`config.mk`:
```
export PLATFORM = sky130hd
export DESIGN_NAME = smw_adder
export DESIGN_NICKNAME = d
export VERILOG_FILES = /design/src/rtl/smw_pkg.sv /design/src/rtl/smw_byte_chain.sv /design/src/rtl/smw_mag_unit.sv /design/src/rtl/smw_compare.sv /design/src/rtl/smw_ovf_sticky.sv /design/src/rtl/smw_adder.sv
export SDC_FILE = /design/constraint.sdc
export NUM_CORES = 1
export LEC_CHECK = 0
export CAP_MARGIN = 20
export CORE_MARGIN = 2
export CORE_UTILIZATION = 37
export DETAILED_ROUTE_END_ITERATION = 10
export DONT_BUFFER_PORTS = 1
export HOLD_SLACK_MARGIN = 0.15
export SYNTH_ARGS = -nofsm -noshare
export SYNTH_HDL_FRONTEND = slang
export SYNTH_SLANG_ARGS = --single-unit
```
`constraint.sdc`:
```
create_clock -name clk -period 15.8 [get_ports clk]
set_input_delay 3.16 -clock clk [delete_from_list [all_inputs] [get_ports clk]]
set_output_delay 3.16 -clock clk [all_outputs]
set_load 0.05 [all_outputs]
```
`src/rtl/smw_pkg.sv`:
```
package smw_pkg;

    localparam int BYTE_W = 6;
    localparam int NBYTES = 5;
    localparam int MAG_W  = BYTE_W * NBYTES;

    typedef struct packed {
        logic             neg;
        logic [MAG_W-1:0] mag;
    } smw_word_t;

    typedef enum logic [1:0] {
        CMP_EQ = 2'b00,
        CMP_LT = 2'b01,
        CMP_GT = 2'b10
    } smw_cmp_e;

    // A word counts as negative only when it carries a non-zero magnitude.
    function automatic logic smw_is_neg(smw_word_t w);
        return w.neg && (w.mag != '0);
    endfunction

endpackage

```
`src/rtl/smw_byte_chain.sv`:
```
module smw_byte_chain #(
    parameter int BYTE_W = 6,
    parameter int NBYTES = 5,
    localparam int MAG_W = BYTE_W * NBYTES
) (
    input  logic [MAG_W-1:0] x,
    input  logic [MAG_W-1:0] y,
    input  logic             cin,
    output logic [MAG_W-1:0] sum,
    output logic             cout
);
    logic [NBYTES:0] carry;

    assign carry[0] = cin;

    // One byte-wide adder cell for each byte, chained by the carries.
    for (genvar gi = 0; gi < NBYTES; gi++) begin : g_byte
        assign {carry[gi+1], sum[gi*BYTE_W +: BYTE_W]} =
            {1'b0, x[gi*BYTE_W +: BYTE_W]} +
            {1'b0, y[gi*BYTE_W +: BYTE_W]} +
            {{BYTE_W{1'b0}}, carry[gi]};
    end

    assign cout = carry[NBYTES];
endmodule

```
`src/rtl/smw_mag_unit.sv`:
```
module smw_mag_unit
    import smw_pkg::*;
(
    input  smw_word_t a_w,
    input  smw_word_t b_w,
    output smw_word_t r_w,
    output logic      ovf
);
    logic             same_sign;
    logic             a_ge;
    logic [MAG_W-1:0] big_mag, small_mag;
    logic [MAG_W-1:0] op_x, op_y;
    logic [MAG_W-1:0] sum_mag;
    logic             cout;

    assign same_sign = (a_w.neg == b_w.neg);
    assign a_ge      = (a_w.mag >= b_w.mag);
    assign big_mag   = a_ge ? a_w.mag : b_w.mag;
    assign small_mag = a_ge ? b_w.mag : a_w.mag;

    // Same signs: plain sum.  Opposite signs: larger plus inverted smaller plus one.
    assign op_x = same_sign ? a_w.mag : big_mag;
    assign op_y = same_sign ? b_w.mag : ~small_mag;

    smw_byte_chain #(
        .BYTE_W (BYTE_W),
        .NBYTES (NBYTES)
    ) chain_i (
        .x    (op_x),
        .y    (op_y),
        .cin  (~same_sign),
        .sum  (sum_mag),
        .cout (cout)
    );

    assign ovf = same_sign & cout;

    always_comb begin
        r_w.mag = sum_mag;
        if (sum_mag == '0)
            r_w.neg = a_w.neg;
        else if (same_sign)
            r_w.neg = a_w.neg;
        else
            r_w.neg = a_ge ? a_w.neg : b_w.neg;
    end
endmodule

```
`src/rtl/smw_compare.sv`:
```
module smw_compare
    import smw_pkg::*;
(
    input  smw_word_t a_w,
    input  smw_word_t b_w,
    output smw_cmp_e  cmp
);
    logic a_n, b_n;

    assign a_n = smw_is_neg(a_w);
    assign b_n = smw_is_neg(b_w);

    always_comb begin
        if (a_n != b_n)
            cmp = b_n ? CMP_GT : CMP_LT;
        else if (a_w.mag == b_w.mag)
            cmp = CMP_EQ;
        else if (a_w.mag > b_w.mag)
            cmp = a_n ? CMP_LT : CMP_GT;
        else
            cmp = a_n ? CMP_GT : CMP_LT;
    end
endmodule

```
`src/rtl/smw_ovf_sticky.sv`:
```
module smw_ovf_sticky (
    input  logic clk,
    input  logic rst,
    input  logic set_i,
    input  logic test_i,
    output logic flag_o,
    output logic taken_o
);
    always_ff @(posedge clk) begin
        if (rst) begin
            flag_o  <= 1'b0;
            taken_o <= 1'b0;
        end else begin
            taken_o <= test_i & flag_o;
            flag_o  <= (flag_o & ~test_i) | set_i;
        end
    end
endmodule

```
`src/rtl/smw_adder.sv`:
```
module smw_adder
    import smw_pkg::*;
(
    input  logic             clk,
    input  logic             rst,
    input  logic             op_valid,
    input  logic             op_sub,
    input  logic             a_neg,
    input  logic [MAG_W-1:0] a_mag,
    input  logic             b_neg,
    input  logic [MAG_W-1:0] b_mag,
    input  logic             ovf_test,
    output logic             res_valid,
    output logic             res_neg,
    output logic [MAG_W-1:0] res_mag,
    output logic             res_ovf,
    output logic [1:0]       cmp_code,
    output logic             ovf_flag,
    output logic             ovf_taken
);
    smw_word_t a_w, b_w, b_eff, sum_w, res_q;
    logic      sum_ovf, ovf_q, valid_q;
    smw_cmp_e  cmp_w, cmp_q;

    assign a_w   = '{neg: a_neg, mag: a_mag};
    assign b_w   = '{neg: b_neg, mag: b_mag};
    assign b_eff = '{neg: b_neg ^ op_sub, mag: b_mag};

    smw_mag_unit mag_i (
        .a_w (a_w),
        .b_w (b_eff),
        .r_w (sum_w),
        .ovf (sum_ovf)
    );

    smw_compare cmp_i (
        .a_w (a_w),
        .b_w (b_w),
        .cmp (cmp_w)
    );

    smw_ovf_sticky sticky_i (
        .clk     (clk),
        .rst     (rst),
        .set_i   (op_valid & sum_ovf),
        .test_i  (ovf_test),
        .flag_o  (ovf_flag),
        .taken_o (ovf_taken)
    );

    always_ff @(posedge clk) begin
        if (rst) begin
            valid_q <= 1'b0;
            res_q   <= '0;
            ovf_q   <= 1'b0;
            cmp_q   <= CMP_EQ;
        end else begin
            valid_q <= op_valid;
            if (op_valid) begin
                res_q <= sum_w;
                ovf_q <= sum_ovf;
                cmp_q <= cmp_w;
            end
        end
    end

    assign res_valid = valid_q;
    assign res_neg   = res_q.neg;
    assign res_mag   = res_q.mag;
    assign res_ovf   = ovf_q;
    assign cmp_code  = cmp_q;
endmodule

```
# After elaboration in Yosys (flattened, before gate mapping)
# Index checks and enable logic that the tools add are counted.
[totals]
wordCells = 49
register_bits = 37
in_bits = 67
out_inout_bits = 37
[op_classes]
magnitude_cmp = 2
reduce_logical = 5
n_addsub = 10
mux = 13
n_bitwise = 9
eq_ne = 3
[op_table]
columns = ["op", "n"]
rows = [
  ["2-to-1 mux 30 bit", 4],
  ["nonzero test 30 bit", 2],
  ["adder 6 x 6 -> 7 bit", 5],
  ["adder 7 x 1 -> 7 bit", 5],
  ["== test 30 bit", 1],
  [">= comparator 30 bit", 1],
  ["greater-than comparator 30 bit", 1],
  ["logical NOT 30 bit", 1],
  ["inverter 30 bit", 1],
  ["2-to-1 mux 2 bit", 6],
  ["bitwise AND 1 bit", 4],
  ["2-to-1 mux 1 bit", 3],
  ["logical AND 1 bit", 2],
  ["inverter 1 bit", 2],
  ["== test 1 bit", 1],
  ["!= test 1 bit", 1],
  ["bitwise OR 1 bit", 1],
  ["XOR 1 bit", 1],
]

# Longest topological paths before layout
# Gate-level depths: netlist of run 1.
[depth]
word_depth = 13
depth_mapped = 46
depth_no_buf = 45

# Modules after synthesis
# From an unflattened synthesis of run 1, not the netlist that was laid out.
[hier_totals]
hier_cells = 681
area_unflattened_um2 = 5631.7
[modules_own_cells]
columns = ["module", "seq_area_each_um2", "area_each_um2", "cells_per_inst", "n_inst"]
rows = [
  ["smw_mag_unit", 0.0, 2062.0, 269, 1],
  ["smw_adder", 700.7, 1278.7, 114, 1],
  ["smw_byte_chain", 0.0, 1271.2, 152, 1],
  ["smw_compare", 0.0, 953.4, 139, 1],
  ["smw_ovf_sticky", 40.0, 66.3, 7, 1],
]

# Least setup slack after synthesis of run 1
# OpenSTA, ideal clock, no wires.
[synth_timing]
kind = "input port to flip-flop"
start = "input b_mag[5]"
end = "register res_q, in the netlist res_neg"
t_arrival_ns = 12.382
setup_time_ns = 0.063
stages = 45
required_time_ns = 15.737
path_buffers = 1
slack_ns = 3.355
path_cell_list = "inv_1 > ha_1 > and4_1 > a221o_1 > a21oi_2 > nand2_2 > a221o_4 > nor2_8 > buf_12 > mux2i_1 > fa_1 > fa_1 > inv_1 > a21o_1 > a21oi_1 > nor2b_1 > o21ai_0 > nand2b_1 > [... 9 more ...] > nor2b_1 > o21ai_0 > nand2b_1 > fa_1 > fa_1 > nand3_1 > nand2_1 > a21o_1 > a21o_1 > fa_1 > fa_1 > nor4b_1 > nand4_1 > or3_1 > nor3_1 > nand4_1 > a211oi_1 > nand3b_1"
[synth_between]
elab_chain_len = 12
word_cells_on_any_way = 20
cone_classes = "10 x add/sub; 1 x order compare; 7 x mux; 1 x bitwise; 1 x reduce/logical"
[synth_lines]
columns = ["item", "line_no", "text"]
rows = [
  ["start, declared", "smw_adder.sv:11", "input logic [MAG_W-1:0] b_mag,"],
  [">= comparator 30 bit", "smw_mag_unit.sv:17", "assign a_ge = (a_w.mag >= b_w.mag);"],
  ["2-to-1 mux 30 bit", "smw_mag_unit.sv:19", "assign small_mag = a_ge ? b_w.mag : a_w.mag;"],
  ["inverter 30 bit", "smw_mag_unit.sv:23", "assign op_y = same_sign ? b_w.mag : ~small_mag;"],
  ["2-to-1 mux 30 bit", "smw_mag_unit.sv:23", ""],
  ["adder 6 x 6 -> 7 bit", "smw_byte_chain.sv:19", "{1'b0, x[gi*BYTE_W +: BYTE_W]} +"],
  ["adder 7 x 1 -> 7 bit (4 in a row)", "smw_byte_chain.sv:20", "{1'b0, y[gi*BYTE_W +: BYTE_W]} +"],
  ["adder 7 x 1 -> 7 bit *", "smw_byte_chain.sv:20", ""],
  ["named net mag_i.chain_i.sum[25]", "smw_byte_chain.sv:9", "output logic [MAG_W-1:0] sum,"],
  ["logical NOT 30 bit *", "smw_mag_unit.sv:40", "if (sum_mag == '0)"],
  ["2-to-1 mux 1 bit *", "smw_mag_unit.sv:40", ""],
  ["end signal, assigned", "smw_adder.sv:60", "res_q <= sum_w;"],
  ["end, declared", "smw_adder.sv:21", "smw_word_t a_w, b_w, b_eff, sum_w, res_q;"],
]
# Mark *: on every way through the listed nets, which the timed path passes. The rest lies on a longest branch.
# A chain may end at the register's enable or synchronous reset.

# Worst setup path in the final report of run 1
[layout_timing]
start = "input b_mag[11]"
end = "register res_q, in the netlist res_neg"
# Same word-level chain as after synthesis.

==> results.json, run 1 <==
{
  "io_pins": 104,
  "p_per_area_nw_per_um2": 124,
  "startpoint": "b_mag[11]",
  "critPathKind": "in2reg",
  "rsz0062_at_grt": "no",
  "post_cts_buffers": 0,
  "ys_seq_area_share_pct": 16.1,
  "cp_max_fo": 32,
  "io_buffers": 0,
  "core_um2": 12100,
  "postSynth.asyncResetShare_pct": 0,
  "ys_ff_latch": 37,
  "routedWlPerCell_um": 20.4,
  "cts_made_buffers": 5,
  "outcome": "finished, final reports clean",
  "ys.flop_type": "dfxtp_1",
  "p_leak_uw": 0.00224,
  "setup_violations": 0,
  "start_util_pct": 38.1,
  "clk_latency_ps": 270,
  "hold_start": "res_ovf",
  "maxCapViolations": 0,
  "die_x_um": 116,
  "hold_buffers": 0,
  "min-delay-path-class": "reg2reg",
  "r2r_start": "cmp_code[1]",
  "overflow": 0,
  "vias_per_cell": 5.98,
  "synth_edf_count": 0,
  "synth_top_area_share_pct": 16.1,
  "htree_levels": 2,
  "cpLargestDelayFamily": "adder cells",
  "clk_path_buf_depth": 2,
  "cts_resized": 0,
  "cp.arrival_ps": 13830,
  "slew_headroom_pct": 37.9,
  "dieArea_um2": 13400,
  "synth.area.top_cells": "dfxtp_1 16%, ha_1 15%, mux2_4 9.1%",
  "slowest_delay_ps": 660,
  "wl_um": 14000,
  "worstSetupStartpointType": "input port",
  "yosysTopAreaCell": "dfxtp_1",
  "path_depth": 44,
  "place_congestion": 0.916,
  "num_antenna_cells": 0,
  "hold_viol": 0,
  "die_h_um": 116,
  "worstSetupEndpointType": "flip-flop",
  "hpwl_um": 11300,
  "cts.sinks": 37,
  "reg2regPathDepth": 3,
  "vias": 4121,
  "num-nets-final": 653,
  "slowest_stage": "a221o_4",
  "maxSlewViolCount": 0,
  "gr-usage-all-layers_pct": 20.7,
  "fin_crit_ps": 13620,
  "clockRootBuffer": "clkbuf_16",
  "dr.pass1.iters": 6,
  "setup_slack_ps": 2180,
  "rows": 40,
  "grt_pass1_vias": 4012,
  "hold-path-cell-count": 2,
  "cts_tree": "built",
  "ys_types": 59,
  "critPathBufInv": 2,
  "antenna_found_initial": 0,
  "drc": 0,
  "finClkSkew_ps": 0.0448,
  "fin_setup_tns_ps": 0,
  "postRouteAntennaNets": 0,
  "synth.avg_cell_area_um2": 8.55,
  "ir_worst_vdd_v": 0.0000466,
  "worst_ep_required_time_ps": 16010,
  "whs_ps": 725,
  "syn_inst": 540,
  "ys_warn_count": 0,
  "period_share_pct": 86.2,
  "finalPower_uw": 598,
  "fmax_mhz": 73.4,
  "post-place-ws_ps": 1910,
  "syn-cell-area_um2": 4610,
  "grt_max_degree": 95,
  "crit_top_cell": "fa_1",
  "worstMarginPinSlew_ps": 931,
  "drt_iter0_drc": 400,
  "grt_first_pass_wirelength_um": 21700,
  "clk_pin_slew_worst_paths_ps": 50,
  "syn_nets": 672,
  "drive_gt1_share_pct": 8.64,
  "area_delta_synth_final_pct": 4.39
}
==> final timing paths <==
path | endpoint | slack [ps]
max | res_neg | 2180
min | res_ovf | 720
max reg2reg | cmp_code[1] | 14650
min reg2reg | res_ovf | 720
==> state kept, by name (all words and copies together), names as in the netlist <==
| name | flops |
|---|---|
| sticky_i.flag_o | 1 |
| sticky_i.taken_o | 1 |
| res_ovf | 1 |
| res_neg | 1 |
| res_mag | 30 |
| cmp_code | 2 |
| res_valid | 1 |
==> layout by cell type, fill, tap and decap left out, types with 3 or more instances in the layout <==
master / instances
o21ai_0: 9
o21ai_1: 4
a211oi_1: 10
nand2b_1: 3
o21a_1: 3
nand4_1: 13
nor2b_1: 6
a211o_1: 28
dfxtp_1: 37
mux2_4: 28
nand2_1: 20
mux2i_1: 27
nand3b_1: 4
inv_1: 37
ha_1: 55
xor2_1: 8
xnor2_1: 10
clkbuf_16: 5
nand3_1: 6
fa_1: 10
nor2_1: 45
a21o_1: 12
nor3_1: 59
a21oi_1: 23
nor4_1: 17
==> synthesized netlist by cell type, types with 2 or more instances <==
cell,instances
nor3_1,59
ha_1,55
nor2_1,45
dfxtp_1,37
inv_1,37
a211o_1,28
mux2_4,28
mux2i_1,27
a21oi_1,23
nand2_1,20
nor4_1,17
clkbuf_1,14
nand4_1,13
a21o_1,12
xnor2_1,11
a211oi_1,10
fa_1,10
o21ai_0,9
xor2_1,8
buf_2,6
nand3_1,6
nor2b_1,6
nand3b_1,4
o21ai_1,4
buf_12,3
buf_6,3
nand2b_1,3
o21a_1,3
a21boi_1,2
and2_1,2
buf_1,2
nor4b_1,2
o2111ai_1,2
o21bai_1,2
or3_1,2
or4b_1,2
==> where the power goes <==
| part | internal (uW) | switching (uW) | leakage (uW) | total (uW) |
|---|---|---|---|---|
| registers | 114 | 86.4 | 0.000306 | 201 |
| clock network | 61.8 | 33.0 | 0.0000700 | 94.7 |
| logic | 131 | 172 | 0.00186 | 303 |
==> through the flow <==
step	util, %	std cells	cell area, um2
floorplan	-	540	4610
finish	39.8	689	4820
global placement	38.6	682	4670
global route	39.8	689	4820
CTS	39.8	689	4820
detailed placement	38.6	682	4670
==> cells by family after synthesis <==
kind of cell	Yosys count	share of synthesized area (%)
AO/OA/AOI/OAI	108	17.1
XOR/XNOR	19	3.61
adder cells (fa/ha/maj)	65	19.3
buffers and inverters	65	7.00
flip-flops	37	16.1
multiplexers	57	15.5
AND/OR/NAND/NOR	189	21.5
==> tightest hold or removal path: stages, from the launching register on <==
cell      delay (ps)
dfxtp_1          470
nand2b_1         140
o21ai_0           60
==> layout make-up <==
cell class / instances / area [um2]
clock buffers: 7 / 143
fillers: 1265 / 7290
inverters: 37 / 139
multi-input cells: 438 / 3570
flip-flops and latches: 37 / 741
well taps: 168 / 210
repair buffers: 2 / 15.0
==> routing by layer <==
layer,GRT usage (%),up-vias,part of all wire [%]
met4,7.78,0,3.6
met3,4.39,39,9.3
li1,-,1974,-
met2,31.6,184,43
met1,28.8,1924,44
met5,0,-,0
Power figures use the tool's default switching activity.
==> run 2: changes to the inputs <==
--- a/config.mk
+++ b/config.mk
@@ -7,10 +7,10 @@
 export LEC_CHECK = 0
 export CAP_MARGIN = 20
 export CORE_MARGIN = 2
-export CORE_UTILIZATION = 37
+export CORE_UTILIZATION = 40
 export DETAILED_ROUTE_END_ITERATION = 10
 export DONT_BUFFER_PORTS = 1
-export HOLD_SLACK_MARGIN = 0.15
+export HOLD_SLACK_MARGIN = 0.02
 export SYNTH_ARGS = -nofsm -noshare
 export SYNTH_HDL_FRONTEND = slang
 export SYNTH_SLANG_ARGS = --single-unit
==> run 2 against run 1 <==
  * Die area fell by 7.2%
  * Via count fell by 0.87%
  * Flip-flop and latch count did not move
  * First-iteration DRC count fell by 0.25%
  * Sequential power barely moved
  * Clock power rose by 35%
  * Clock skew barely moved
==> results.json, run 2 (synthesized netlist as in run 1, its figures left out) <==
{
  "outcome": "finished, final reports clean",
  "hpwl_um": 11300,
  "finClkSkew_ps": 0.00999,
  "p_leak_uw": 0.00226,
  "worstSetupEndpointType": "flip-flop",
  "hold_buffers": 0,
  "rsz0062_at_grt": "no",
  "maxCapViolations": 0,
  "io_buffers": 0,
  "area_delta_synth_final_pct": 4.75,
  "num-nets-final": 653,
  "r2r_end": "cmp_code[1]",
  "slowest_stage": "a221o_4",
  "maxSlewViolCount": 0,
  "post-place-ws_ps": 1930,
  "die_h_um": 111,
  "setup_slack_ps": 2180,
  "worstMarginPinSlew_ps": 901,
  "io_pins": 104,
  "final_common_cell": "nor3_1",
  "drive_gt1_share_pct": 9.00,
  "r2r_start": "cmp_code[1]",
  "hold_path_end": "sticky_i.flag_o",
  "grt_busiest_layer": "met2",
  "gr-usage-all-layers_pct": 22.3,
  "min-delay-path-class": "reg2reg",
  "place_congestion": 0.922,
  "met3_usage_pct": 5.17,
  "period_share_pct": 86.2,
  "wl_um": 14000,
  "worst_ep_required_time_ps": 16020,
  "die_x_um": 111,
  "worstSetupStartpointType": "input port",
  "dieArea_um2": 12400,
  "crit_top_cell": "fa_1",
  "grt_util_met2_pct": 34.3,
  "largest_reg_flops": 30,
  "cts_resized": 0,
  "cp.arrival_ps": 13840,
  "vias": 4085,
  "grt_use_met1_pct": 31.5,
  "dr.pass1.iters": 4,
  "cts_tree": "built",
  "hold_start": "sticky_i.flag_o",
  "routedWlPerCell_um": 21.1,
  "most-common-layout-cells": "59 x nor3_1, 55 x ha_1, 45 x nor2_1",
  "grt_max_degree": 94,
  "p_per_area_nw_per_um2": 130,
  "hold-path-cell-count": 2,
  "fin_crit_ps": 13620,
  "clockRootBuffer": "clkbuf_16",
  "antenna_found_initial": 0,
  "num_antenna_cells": 0,
  "vias_per_cell": 6.14,
  "clk_latency_ps": 280,
  "start_util_pct": 40.8,
  "cts.sinks": 37,
  "overflow": 0,
  "fmax_mhz": 73.4,
  "ir_worst_vdd_v": 0.000155,
  "rows": 39,
  "drt_iter0_drc": 399,
  "reg2regPathDepth": 3,
  "hold_viol": 0,
  "startpoint": "b_mag[11]",
  "clk_path_buf_depth": 2,
  "clk_pin_slew_worst_paths_ps": 50,
  "fin_setup_tns_ps": 0,
  "slew_headroom_pct": 39.9,
  "drc": 0,
  "slowest_delay_ps": 650,
  "cp_max_fo": 32,
  "grt_pass1_vias": 3959,
  "setup_violations": 0,
  "grt_first_pass_wirelength_um": 22200,
  "r2r_slack_ps": 14670,
  "post_cts_buffers": 0,
  "cts_made_buffers": 5,
  "htree_levels": 2,
  "core_um2": 11300,
  "critPathKind": "in2reg",
  "postRouteAntennaNets": 0
}
==> run 2: cell count changes in the layout (fill, tap and decap cells not counted), sizes merged <==
cell / change
clkbuf: -2
clkinv: +1
bufinv: +2
==> run 2: worst max-delay path by stage <==
| stage | endpoint | slack, ps | cells after the start |
|---|---|---|---|
| 3_3_place_gp | res_neg | 2200 | 44 |
| 4_1_cts | res_neg | 2210 | 44 |
| 6_report | res_neg | 2180 | 44 |
| 3_5_place_dp | res_neg | 1930 | 44 |
| 5_1_grt | res_neg | 1270 | 44 |
| 2_1_floorplan | res_neg | 3350 | 45 |
==> run 2: power by group <==
part	switching, uW	leakage (uW)	internal (uW)	total [uW]
Combinational	171	0.00186	130	301
Clock	37.6	0.0000938	90.0	128
Sequential	86.4	0.000306	114	201
Total	295	0.00226	335	630
==> run 2: critical path, delay by kind of cell <==
family | cells | cell delay, ps
adders and majority gates | 11 | 4150
buffers and inverters | 2 | 70
AOI/OAI and AO/OA | 15 | 3560
muxes | 1 | 310
and+or+nand+nor | 15 | 2560
==> run 2: per-stage QoR <==
stage	hold WS, ps	cells	total power [uW]	utilization [%]	cell area, um2
2_1_floorplan	675	540	432	-	4610
3_3_place_gp	689	657	492	41.0	4640
3_5_place_dp	706	657	500	41.0	4640
4_1_cts	710	665	629	42.7	4830
5_1_grt	742	665	667	42.7	4830
6_report	702	665	630	42.7	4830
==> run 2: cell type report <==
cell class	count	area [um2]
fillers	1157	6490
multi-input cells	438	3570
flip-flops and latches	37	741
well taps	143	179
inverters	37	139
clock buffers	5	125
clock inverters	3	65.1
repair buffers	2	15.0
==> run 2: layer usage <==
layer / vias to the layer above / wire length, um / share of wire (%)
li1: 1978 / - / -
met1: 1937 / 6410 / 46
met2: 156 / 6170 / 44
met3: 14 / 1200 / 8.6
met4: 0 / 233 / 1.7
met5: - / 0 / 0
==> run 3: changes to the inputs <==
--- a/config.mk
+++ b/config.mk
@@ -7,7 +7,7 @@
 export LEC_CHECK = 0
 export CAP_MARGIN = 20
 export CORE_MARGIN = 2
-export CORE_UTILIZATION = 40
+export CORE_UTILIZATION = 45
 export DETAILED_ROUTE_END_ITERATION = 10
 export DONT_BUFFER_PORTS = 1
 export HOLD_SLACK_MARGIN = 0.02
==> run 3 against run 2 <==
  * First-iteration DRC count is 50% lower
  * Core utilization is 5.4 points higher
  * Register-to-register slack hardly changed
  * Die area is 11% lower
  * Highest routed layer unchanged
==> results.json, run 3 (synthesized netlist as in run 1, its figures left out) <==
{
  "outcome": "finished, final reports clean",
  "num_antenna_cells": 0,
  "die_h_um": 105,
  "core_um2": 9860,
  "postRouteAntennaNets": 0,
  "worst_ep_required_time_ps": 16020,
  "cts_resized": 0,
  "slowest_delay_ps": 670,
  "worstSetupEndpointType": "flip-flop",
  "slew_headroom_pct": 38.6,
  "wl_um": 13600,
  "cts.sinks": 37,
  "antenna_found_initial": 0,
  "maxCapViolations": 0,
  "p_leak_uw": 0.00223,
  "crit_top_cell": "fa_1",
  "post-place-ws_ps": 2160,
  "cts_tree": "built",
  "fin_crit_ps": 13390,
  "fin_setup_tns_ps": 0,
  "clk_pin_slew_worst_paths_ps": 70,
  "ir_worst_vdd_v": 0.0000572,
  "post_cts_buffers": 0,
  "dieArea_um2": 11100,
  "io_buffers": 0,
  "rows": 36,
  "period_share_pct": 84.8,
  "routedWlPerCell_um": 20.7,
  "dr.pass1.iters": 6,
  "fmax_mhz": 74.7,
  "critPathKind": "in2reg",
  "rsz0062_at_grt": "no",
  "htree_levels": 2,
  "worstMarginPinSlew_ps": 922,
  "grt_pass1_vias": 3772,
  "gr-usage-all-layers_pct": 23.8,
  "setup_slack_ps": 2410,
  "most-common-layout-cells": "59 x nor3_1, 55 x ha_1, 45 x nor2_1",
  "cp_max_fo": 32,
  "r2r_slack_ps": 14670,
  "grt_max_degree": 95,
  "finalPower_uw": 582,
  "num-nets-final": 653,
  "cp.arrival_ps": 13610,
  "setup_violations": 0,
  "die_x_um": 105,
  "area_delta_synth_final_pct": 2.87,
  "final_common_cell": "nor3_1",
  "clockRootBuffer": "clkbuf_8",
  "finClkSkew_ps": 0.109,
  "cts_made_buffers": 5,
  "vias": 4068,
  "drc": 0,
  "grt_first_pass_wirelength_um": 20900,
  "drt_iter0_drc": 201,
  "worstSetupStartpointType": "input port",
  "maxSlewViolCount": 0,
  "slowest_stage": "a221o_4",
  "hold_buffers": 0,
  "min-delay-path-class": "reg2reg",
  "clk_latency_ps": 280,
  "place_congestion": 0.882,
  "p_per_area_nw_per_um2": 123,
  "largest_reg_flops": 30,
  "final_core_util_pct": 48.1,
  "hpwl_um": 11000,
  "hold_viol": 0,
  "drive_gt1_share_pct": 8.81,
  "vias_per_cell": 6.21,
  "io_pins": 104,
  "start_util_pct": 46.8,
  "overflow": 0,
  "clk_path_buf_depth": 2
}
==> run 3: changes by cell type in the layout (fill, tap and decap cells not counted) <==
| cell | before | now |
|---|---|---|
| clkbuf_16 | 5 | 0 |
| clkbuf_1 | 0 | 1 |
| clkbuf_8 | 0 | 6 |
| clkinv_2 | 1 | 0 |
| bufinv_16 | 2 | 1 |
==> run 3: final timing paths <==
| path | start | end | cells after the start |
|---|---|---|---|
| setup / recovery | b_mag[11] | res_neg | 44 |
| hold / removal | sticky_i.flag_o | sticky_i.flag_o | 2 |
| setup reg to reg | cmp_code[1] | cmp_code[1] | 3 |
| hold reg to reg | sticky_i.flag_o | sticky_i.flag_o | 2 |
==> run 3: layout make-up <==
cell class | count | area, um2
well taps | 133 | 166
flip-flops and latches | 37 | 741
clock inverters | 1 | 30.0
inverters | 37 | 139
multi-input cells | 438 | 3570
clock buffers | 7 | 86.3
fillers | 978 | 5120
repair buffers | 2 | 15.0
==> run 3: metal layers <==
layer  vias to the layer above  GRT usage (%)  wire (um)
met1                      1895           34.4       6290
met2                       186           35.5       5760
li1                       1967              -          -
met5                         -              0          0
met3                        20           5.01       1230
met4                         0           6.76        284
==> run 3: power by group <==
| group | switching, uW | internal, uW | total [uW] |
|---|---|---|---|
| Combinational | 170 | 130 | 300 |
| Sequential | 85.8 | 114 | 200 |
| Clock | 31.1 | 51.4 | 82.5 |
| Total | 286 | 296 | 582 |
==> run 3: critical path, delay by kind of cell <==
| family | cells | cell delay, ps |
|---|---|---|
| and+or+nand+nor | 15 | 2500 |
| muxes | 1 | 330 |
| buffers and inverters | 2 | 70 |
| AOI/OAI and AO/OA | 15 | 3460 |
| adders and majority gates | 11 | 4080 |
==> run 3: metrics by stage <==
stage	hold slack, ps	area [um2]	cells
3_3_place_gp	689	4630	647
3_5_place_dp	698	4630	647
4_1_cts	707	4750	655
5_1_grt	740	4750	655
6_report	705	4750	655
2_1_floorplan	675	4610	540
